===== src/rtl/tbg_pkg.sv =====
package tbg_pkg;
  localparam int PAL_W   = 4;
  localparam int NPLANES = 2;

  typedef struct packed {
    logic [7:0]       plane1;
    logic [7:0]       plane0;
    logic [PAL_W-1:0] pal;
    logic             d2;
  } tile_row_t;

  // BBGGGRRR -> {BB0, GGG, RRR}
  function automatic logic [8:0] expand_color(input logic [7:0] c);
    return {c[7:6], 1'b0, c[5:3], c[2:0]};
  endfunction
endpackage


===== src/rtl/tbg_fetch_seq.sv =====
module tbg_fetch_seq
  import tbg_pkg::*;
#(
  parameter int AW = 13
) (
  input  logic          clk_i,
  input  logic          rst_ni,
  input  logic [7:0]    hcount_i,
  input  logic [7:0]    vcount_i,
  input  logic [AW-1:0] grid_base_i,
  input  logic [AW-1:0] tile_base_i,
  input  logic          depth2_i,
  output logic [AW-1:0] vram_addr_o,
  output logic          vram_rd_o,
  input  logic [7:0]    vram_data_i,
  output logic          load_o,
  output tile_row_t     row_o
);
  localparam logic [2:0] PH_GRID0 = 3'd0;
  localparam logic [2:0] PH_GRID1 = 3'd1;
  localparam logic [2:0] PH_ROW0  = 3'd2;
  localparam logic [2:0] PH_ROW1  = 3'd3;
  localparam logic [2:0] PH_CAP1  = 3'd4;
  localparam logic [2:0] PH_LOAD  = 3'd7;

  logic [2:0]       ph;
  logic [3:0]       col_n;
  logic [7:0]       line_n;
  logic [AW-1:0]    grid_a;
  logic [AW-1:0]    tile_a;

  logic [AW-1:0]    gaddr_q;
  logic [2:0]       ry_q;
  logic             d2_q;
  logic [7:0]       tidx_q;
  logic [PAL_W-1:0] pal_q;
  logic [7:0]       p0_q;
  logic [7:0]       p1_q;

  assign ph     = hcount_i[2:0];
  assign col_n  = hcount_i[6:3] + 4'd1;
  // last span of a line prefetches column 0 of the next line
  assign line_n = (&hcount_i[7:3]) ? vcount_i + 8'd1 : vcount_i;
  assign grid_a = grid_base_i + AW'({line_n[6:3], col_n});

  always_comb begin
    if (d2_q) tile_a = tile_base_i + (AW'(tidx_q) << 4) + AW'({ry_q, 1'b0});
    else      tile_a = tile_base_i + (AW'(tidx_q) << 3) + AW'(ry_q);
  end

  always_comb begin
    vram_addr_o = gaddr_q;
    vram_rd_o   = 1'b0;
    unique case (ph)
      PH_GRID0: begin vram_addr_o = grid_a;            vram_rd_o = 1'b1; end
      PH_GRID1: begin vram_addr_o = gaddr_q + AW'(1);  vram_rd_o = 1'b1; end
      PH_ROW0:  begin vram_addr_o = tile_a;            vram_rd_o = 1'b1; end
      PH_ROW1:  begin vram_addr_o = tile_a + AW'(1);   vram_rd_o = d2_q; end
      default:  ;
    endcase
  end

  always_ff @(posedge clk_i or negedge rst_ni) begin
    if (!rst_ni) begin
      gaddr_q <= '0;
      ry_q    <= '0;
      d2_q    <= 1'b0;
      tidx_q  <= '0;
      pal_q   <= '0;
      p0_q    <= '0;
      p1_q    <= '0;
    end else begin
      unique case (ph)
        PH_GRID0: begin
          gaddr_q <= grid_a;
          ry_q    <= line_n[2:0];
          d2_q    <= depth2_i;
        end
        PH_GRID1: tidx_q <= vram_data_i;
        PH_ROW0:  pal_q  <= vram_data_i[PAL_W-1:0];
        PH_ROW1:  p0_q   <= vram_data_i;
        PH_CAP1:  p1_q   <= d2_q ? vram_data_i : 8'h00;
        default:  ;
      endcase
    end
  end

  assign load_o     = (ph == PH_LOAD);
  assign row_o.plane0 = p0_q;
  assign row_o.plane1 = p1_q;
  assign row_o.pal    = pal_q;
  assign row_o.d2     = d2_q;
endmodule


===== src/rtl/tbg_shifter.sv =====
module tbg_shifter
  import tbg_pkg::*;
(
  input  logic             clk_i,
  input  logic             rst_ni,
  input  logic             load_i,
  input  tile_row_t        row_i,
  output logic [NPLANES-1:0] cidx_o,
  output logic [PAL_W-1:0] pal_o,
  output logic             d2_o
);
  logic [7:0] src [NPLANES];
  assign src[0] = row_i.plane0;
  assign src[1] = row_i.plane1;

  for (genvar p = 0; p < NPLANES; p++) begin : g_plane
    logic [7:0] sh_q;
    always_ff @(posedge clk_i or negedge rst_ni) begin
      if (!rst_ni)     sh_q <= '0;
      else if (load_i) sh_q <= src[p];
      else             sh_q <= {sh_q[6:0], 1'b0};
    end
    assign cidx_o[p] = sh_q[7];
  end

  always_ff @(posedge clk_i or negedge rst_ni) begin
    if (!rst_ni) begin
      pal_o <= '0;
      d2_o  <= 1'b0;
    end else if (load_i) begin
      pal_o <= row_i.pal;
      d2_o  <= row_i.d2;
    end
  end
endmodule


===== src/rtl/tbg_cram.sv =====
module tbg_cram #(
  parameter int DEPTH = 64,
  parameter int DW    = 8,
  localparam int AW   = $clog2(DEPTH)
) (
  input  logic          clk_i,
  input  logic          rst_ni,
  input  logic          we_i,
  input  logic [AW-1:0] waddr_i,
  input  logic [DW-1:0] wdata_i,
  input  logic [AW-1:0] raddr_i,
  output logic [DW-1:0] rdata_o
);
  logic [DW-1:0] mem_q [DEPTH];

  always_ff @(posedge clk_i or negedge rst_ni) begin
    if (!rst_ni) begin
      for (int i = 0; i < DEPTH; i++) mem_q[i] <= '0;
    end else if (we_i) begin
      mem_q[waddr_i] <= wdata_i;
    end
  end

  always_ff @(posedge clk_i or negedge rst_ni) begin
    if (!rst_ni) rdata_o <= '0;
    else         rdata_o <= mem_q[raddr_i];
  end
endmodule


===== src/rtl/tile_bg_fetch.sv =====
module tile_bg_fetch
  import tbg_pkg::*;
#(
  parameter int VAW        = 13,
  parameter int CRAM_DEPTH = 64,
  localparam int CAW       = $clog2(CRAM_DEPTH)
) (
  input  logic           clk_i,
  input  logic           rst_ni,
  input  logic [7:0]     hcount_i,
  input  logic [7:0]     vcount_i,
  input  logic [VAW-1:0] grid_base_i,
  input  logic [VAW-1:0] tile_base_i,
  input  logic           depth2_i,
  output logic [VAW-1:0] vram_addr_o,
  output logic           vram_rd_o,
  input  logic [7:0]     vram_data_i,
  input  logic           cram_we_i,
  input  logic [CAW-1:0] cram_waddr_i,
  input  logic [7:0]     cram_wdata_i,
  output logic [8:0]     rgb_o,
  output logic           pix_valid_o
);
  tile_row_t          row;
  logic               load;
  logic [NPLANES-1:0] cidx;
  logic [PAL_W-1:0]   pal;
  logic               d2;
  logic [CAW-1:0]     craddr;
  logic [7:0]         cdata;
  logic               valid_q;

  tbg_fetch_seq #(.AW(VAW)) u_seq (
    .clk_i       (clk_i),
    .rst_ni      (rst_ni),
    .hcount_i    (hcount_i),
    .vcount_i    (vcount_i),
    .grid_base_i (grid_base_i),
    .tile_base_i (tile_base_i),
    .depth2_i    (depth2_i),
    .vram_addr_o (vram_addr_o),
    .vram_rd_o   (vram_rd_o),
    .vram_data_i (vram_data_i),
    .load_o      (load),
    .row_o       (row)
  );

  tbg_shifter u_shift (
    .clk_i  (clk_i),
    .rst_ni (rst_ni),
    .load_i (load),
    .row_i  (row),
    .cidx_o (cidx),
    .pal_o  (pal),
    .d2_o   (d2)
  );

  always_comb begin
    if (d2) craddr = CAW'({pal, cidx});
    else    craddr = CAW'({pal, cidx[0]});
  end

  tbg_cram #(.DEPTH(CRAM_DEPTH), .DW(8)) u_cram (
    .clk_i   (clk_i),
    .rst_ni  (rst_ni),
    .we_i    (cram_we_i),
    .waddr_i (cram_waddr_i),
    .wdata_i (cram_wdata_i),
    .raddr_i (craddr),
    .rdata_o (cdata)
  );

  always_ff @(posedge clk_i or negedge rst_ni) begin
    if (!rst_ni) valid_q <= 1'b0;
    else         valid_q <= ~hcount_i[7] & ~vcount_i[7];
  end

  assign rgb_o       = expand_color(cdata);
  assign pix_valid_o = valid_q;
endmodule


===== config.mk =====
export PLATFORM = sky130hd
export DESIGN_NAME = tile_bg_fetch
export DESIGN_NICKNAME = d
export VERILOG_FILES = /design/src/rtl/tbg_pkg.sv /design/src/rtl/tbg_fetch_seq.sv /design/src/rtl/tbg_shifter.sv /design/src/rtl/tbg_cram.sv /design/src/rtl/tile_bg_fetch.sv
export SDC_FILE = /design/constraint.sdc
export NUM_CORES = 1
export LEC_CHECK = 0
export ABC_AREA = 1
export BUFFER_PORTS_ARGS = -buffer_cell sky130_fd_sc_hd__buf_4
export CORE_ASPECT_RATIO = 1.2
export CORE_MARGIN = 3
export CORE_UTILIZATION = 30
export CTS_CLUSTER_DIAMETER = 30
export DETAILED_ROUTE_END_ITERATION = 16
export PLACE_DENSITY = 0.45
export SLEW_MARGIN = 5
export SYNTH_ARGS = -nofsm -noshare
export SYNTH_HDL_FRONTEND = slang
export SYNTH_SLANG_ARGS = --single-unit

===== constraint.sdc =====
create_clock -name clk_i -period 2.65 [get_ports clk_i]
set_input_delay 0.265 -clock clk_i [delete_from_list [all_inputs] [get_ports clk_i]]
set_output_delay 0.265 -clock clk_i [all_outputs]
set_load 0.05 [all_outputs]

* Yosys cells after proc, flatten, opt, wreduce, memory -nomap -nowiden *
Cells that the tools add are included.

storage, ports and cells
  register bits after elaboration = 587
  input port bits = 68

operators by class
  $lt $le $gt $ge = 3
  add/subtract/negate cells = 9
  bitwise logic cells = 5
  reduce and logical (&&, ||, !) cells = 4
  equal/unequal tests = 5
  muxes and demuxes = 14

operators with widths
  operator               number
  $bwmux 512             1
  $pmux 13 s4            1
  $bmux 8 s6             1
  $demux 8 s6            1
  $mux 8                 6
  $add 13x1->13 const B  2
  $ge 7x7->1 const B     2
  $not 6->7              2
  $add 13x11->13         1
  $add 13x12->13         1
  $add 13x3->13          1
  $add 13x4->13          1
  $add 13x8->13          1
  $mux 13                1
  $add 7x1->7 const B    1
  $lt 7x1->1 const B     1
  $mux 7                 1
  $eq 3x2->1 const B     2
  $eq 3x3->1 const B     2
  $mux 6                 1
  $reduce_and 5->1       1
  $add 4x1->4 const B    1
  $eq 3x1->1 const B     1
  $logic_not 3->1        1
  other kinds (5)        6

* Depth between registers and ports, before layout *
  depth after elaboration = 6
  gate-level depth with buffers = 21
  depth with buffers taken out = 21

* Cells and area by module *
From an unflattened synthesis, not the netlist that was laid out.

unflattened totals
  cell total of the unflattened synthesis = 3784
  area total of the unflattened synthesis = 28935.3 sq um

by module, submodules not included
  module         cells each  times used  area an instance (sq um)
  tbg_cram       2960        1           23591.4
  tbg_fetch_seq  717         1           4456.8
  tbg_shifter    88          1           790.8
  tile_bg_fetch  19          1           96.3

* Worst setup path after synthesis *
No wires, ideal clock.

  path type = in2out
  start point = input port hcount_i[3]
  end point = output port vram_addr_o[11]
  setup slack = -626 ps
  cell stages on the path = 18
  arrival time = 3011 ps
  buffers on the path = 0
  cell sequence = ha_1 > nand2_1 > inv_1 > nand3_1 > inv_1 > nand3_1 > nor2_1 > nand3_1 > xnor2_1 > ha_1 > inv_1 > nor3_1 > nand3_1 > o311ai_0 > o21ai_0 > nand2_1 > nor2_1 > a21oi_1

between the ends
  word-level cells in the longest chain between the ends = 4
  elaborated cells between the ends (all ways) = 5
  classes of those cells = 2 x add/sub; 2 x mux; 1 x reduce/logical

RTL lines
  item                                                 RTL line             text
  start, declared                                      tile_bg_fetch.sv:10  input logic [7:0] hcount_i,
  branches (longest 2 deep; another with $add 4x1->4)  n/a
  $add 13x8->13 (*)                                    tbg_fetch_seq.sv:44  assign grid_a = grid_base_i + AW'({line_n[6:3], col_n});
  $pmux 13 s4 (*)                                      tbg_fetch_seq.sv:54  unique case (ph)
  end, declared                                        tile_bg_fetch.sv:15  output logic [VAW-1:0] vram_addr_o,

Mark *: on every way between the ends.

* Worst setup path in the final report *
  start point = register u_seq.ry_q[0]
  end point = output port vram_addr_o[12]

between the ends
  word-level cells in the longest chain between the ends = 4
  elaborated cells between the ends (all ways) = 5
  classes of those cells = 3 x add/sub; 2 x mux

RTL lines
  item                                                   RTL line                                  text
  start, declared                                        tbg_fetch_seq.sv:33                       logic [2:0] ry_q;
  start signal, assigned                                 tbg_fetch_seq.sv:76                       ry_q <= line_n[2:0];
  $add 13x3->13 / $add 13x4->13 (equally long branches)  tbg_fetch_seq.sv:48, tbg_fetch_seq.sv:47
  $mux 13 (*)                                            tbg_fetch_seq.sv:47                       if (d2_q) tile_a = tile_base_i + (AW'(tidx_q) << 4) + AW'({ry_q, 1'b0});
  $add 13x1->13                                          tbg_fetch_seq.sv:58                       PH_ROW1: begin vram_addr_o = tile_a + AW'(1); vram_rd_o = d2_q; end
  $pmux 13 s4 (*)                                        tbg_fetch_seq.sv:54

Every way passes the cells marked *; elsewhere a longest branch is shown, timed or not.

==> results.toml <==
[critical_path]
critPathRequiredTime_ns = 2.38
critPathMaxFanout = 3
worstSetupEndpointType = "output port"
crit_top_cell = "nand2_2"
critical_path.max_stage_delay_ns = 0.48
critical_path_class = "reg -> out"
cp_slowest_cell = "fa_1"
start_kind = "register"
crit_chain = "ha_2 > fa_1 > nand2_1 > nand2_2 > nand2_2 > o21ai_2 > ha_2 > inv_2 > nor2_4 > nand3_4 > nor2_4 > nand2_2 > nor2_4 > nand2_1 > nand2_1 > nand3_1 > nand2_2 > buf_8"
cp.arrival_ns = 3.31

[sta]
fin_crit_ns = 3.575
finalSetupTns_ns = -9.180
fmax_ghz = 0.2798
final.period_utilization = 1.349
setup_ws_ns = -0.9246
setup_viol = 12
tightestPinTransition_ns = 0.8298
slew_headroom = 0.4468
clock_skew_ns = 0.04186
maxSlewViolCount = 0
rsz0062_at_grt = "true"
finalHoldViolCount = 0

[power_and_ir_drop]
ir_drop_uv = 487.5
p_per_area_nw_per_um2 = 1031
p_leak_nw = 17.03

[place]
dp_hpwl_um = 60610
place.gp.congestion = 0.8040
io_buffers = 90
place_area_um2 = 31540

[route]
firstDrtPassIters = 5
drt-initial-drc-count = 1843
ant_nets = 0
routed_via_density = 4.968
totalWireLength_um = 94560
drc = 0
wl_per_cell_um = 18.81
vias = 24980

[synth]
synth_flop_cell = "dfrtp_1"
ys_seq_area_frac = 0.5231
async_reset_ff_frac = 1.000
synth_seq_cells = 587
syn_nets = 3533
yosys_warnings = 0
synth-edff-count = 0
synthesis.area_um2 = 28080
postSynthCellCount = 3429
avgSynthCellArea_um2 = 8.190
yosysUniqueCellTypes = 51

[layout]
final_common_cell = "nand2_1"
syn_to_final_growth_pct = 32.76
fillers = 9517
finish.utilization = 0.4030
drive_above_1_share = 0.1690
final_cell_mix = "nand2_1 (904), o21ai_0 (811), dfrtp_1 (586)"
antennaDiodeCount = 0
fin_area_um2 = 37280
nNetsFinal = 3774

[die]
rows = 122
io_pins = 92
start_util = 0.3036
die_w_um = 285.3
dieArea_um2 = 97330
core-area_um2 = 92500
dieHeight_um = 341.2

[clock_network]
clk_pin_slew_worst_paths_ns = 0.05
htree_num_levels = 4
cts-root-buf = "clkbuf_16"
cts-buffers-inserted = 143
clock-sinks = 587
worst_skew_pair.late_latency_ns = 0.72
cts_tree = "done"
cts_buffer_depth = 3

[min_path]
hp-class = "in -> reg"

[run_status]
status = "finished, violations left"
failed_checks = "setup timing"

[grt]
grt_overflow_total = 0
grt_pass1_wl_um = 149200
grt_antenna_before_repair = 0
grt_pass1_vias = 25080
track_usage = 0.1954
grt_max_degree = 94

[run]
drv_cap = 0
report_power, final:
group          internal [mW]  switching (mW)
sequential              10.2           0.653
combinational           3.23            5.68
clock                   12.9            5.77
total                   26.3            12.1
layout make-up:
| type | instances | area [um^2] | share of cell area |
|---|---|---|---|
| Clock buffer | 182 | 3968 | 0.1064 |
| Clock inverter | 81 | 1231 | 0.03302 |
| Inverter | 127 | 486.7 | 0.01306 |
| Multi-Input combinational cell | 2478 | 12210 | 0.3275 |
| Sequential cell | 587 | 14690 | 0.3941 |
| Tap cell | 1240 | 1551 | 0.04161 |
| Timing Repair Buffer | 333 | 3143 | 0.08430 |
cell families after synthesis:
group,synth area share
DFF,0.5231
AOI/OAI and AO/OA,0.2030
muxes,0.002406
other,0.0001335
buffers and inverters,0.05101
xor gates and xnor gates,0.002495
and+or+nand+nor,0.2010
adders and majority gates,0.01684
synthesized netlist by cell type (3+ instances only):
master     count  share of area
a21oi_1       61          0.011
a31oi_1       16         0.0036
a32o_1         5         0.0018
buf_2         27         0.0048
buf_4          3        0.00080
clkbuf_1     203          0.027
clkinv_1       9         0.0012
dfrtp_1      587           0.52
fa_1           3         0.0021
ha_1          33          0.015
inv_1        114          0.015
mux2_2         6         0.0024
nand2_1      913           0.12
nand3_1      151          0.027
nand3b_1       6         0.0016
nand4_1       14         0.0031
nor2_1       269          0.036
nor2_2         3        0.00067
nor3_1        10         0.0018
nor4_4         5         0.0038
o2111ai_1      3        0.00094
o211ai_1       3        0.00080
o21ai_0      819           0.15
o21ai_1        7         0.0012
o21bai_1       3        0.00080
o221ai_1     108          0.034
o22ai_1        4        0.00089
or2_0          4        0.00089
or2_1          3        0.00067
xnor2_1        4         0.0012
xor2_1         4         0.0012
layer usage:
| layer | vias to the layer above | track usage | routed length [um] |
|---|---|---|---|
| li1 | 12170 | - | - |
| met1 | 12070 | 0.2540 | 42110 |
| met5 | - | 0 | 0 |
| met2 | 580 | 0.3265 | 45450 |
| met4 | 0 | 0.06389 | 2376 |
| met3 | 158 | 0.03848 | 4622 |
metrics by stage:
stage          worst slack (ns)  hold WS [ns]  power [mW]  std cells
2_1_floorplan           -0.1986      -0.03059       15.91       3429
3_3_place_gp            -0.6249        0.2430       19.75       4731
3_5_place_dp            -0.6369        0.2374       19.78       4731
4_1_cts                 -0.9798       0.02724       38.85       5025
5_1_grt                  -1.148       0.06709       40.47       5028
6_report                -0.9246       0.06309       38.44       5028
worst max-delay path: cells and delay by family, from the launching register on:
kind	cells	cell delay [ns]
buf+inv	2	0.18
simple gates	12	1.05
fa+ha+maj	3	0.87
compound gates	1	0.08
flops	1	0.39
state kept, by name, summed over array words and instances (netlist names):
| register | flops |
|---|---|
| u_shift.g_plane.sh_q | 16 |
| u_cram.rdata_o | 8 |
| u_seq.tidx_q | 8 |
| u_cram.mem_q | 512 |
| u_seq.p1_q | 8 |
| pix_valid_o | 1 |
| u_shift.pal_o | 4 |
| u_seq.pal_q | 4 |
| u_seq.ry_q | 3 |
| u_seq.p0_q | 8 |
| u_seq.gaddr_q | 13 |
| u_seq.d2_q | 1 |
| u_shift.d2_o | 1 |
worst paths after layout:
| check | from | end | slack [ns] | cells after the start |
|---|---|---|---|---|
| worst max-delay path | u_seq.ry_q[0] | vram_addr_o[12] | -0.92 | 18 |
| worst min-delay path | cram_wdata_i[0] | u_cram.mem_q[120] | 0.06 | 3 |
| worst max register to register | u_shift.d2_o | u_cram.rdata_o[6] | 0.14 | 13 |
| worst min register to register | u_shift.g_plane[1].sh_q[6] | u_shift.g_plane[1].sh_q[7] | 0.43 | 2 |
| max in group asynchronous | rst_ni | u_shift.g_plane[0].sh_q[7] | 1.60 | 3 |
| min in group asynchronous | rst_ni | u_cram.mem_q[166] | 0.08 | 2 |
what timing repair did:
action,CTS,global route
endpoints found under the setup margin,13,17
resized for setup,38,21
setup buffers,7,3
hold endpoints to repair,201,0
pin swaps,22,11
hold buffers,24,0
(Power assumes the default switching activity.)
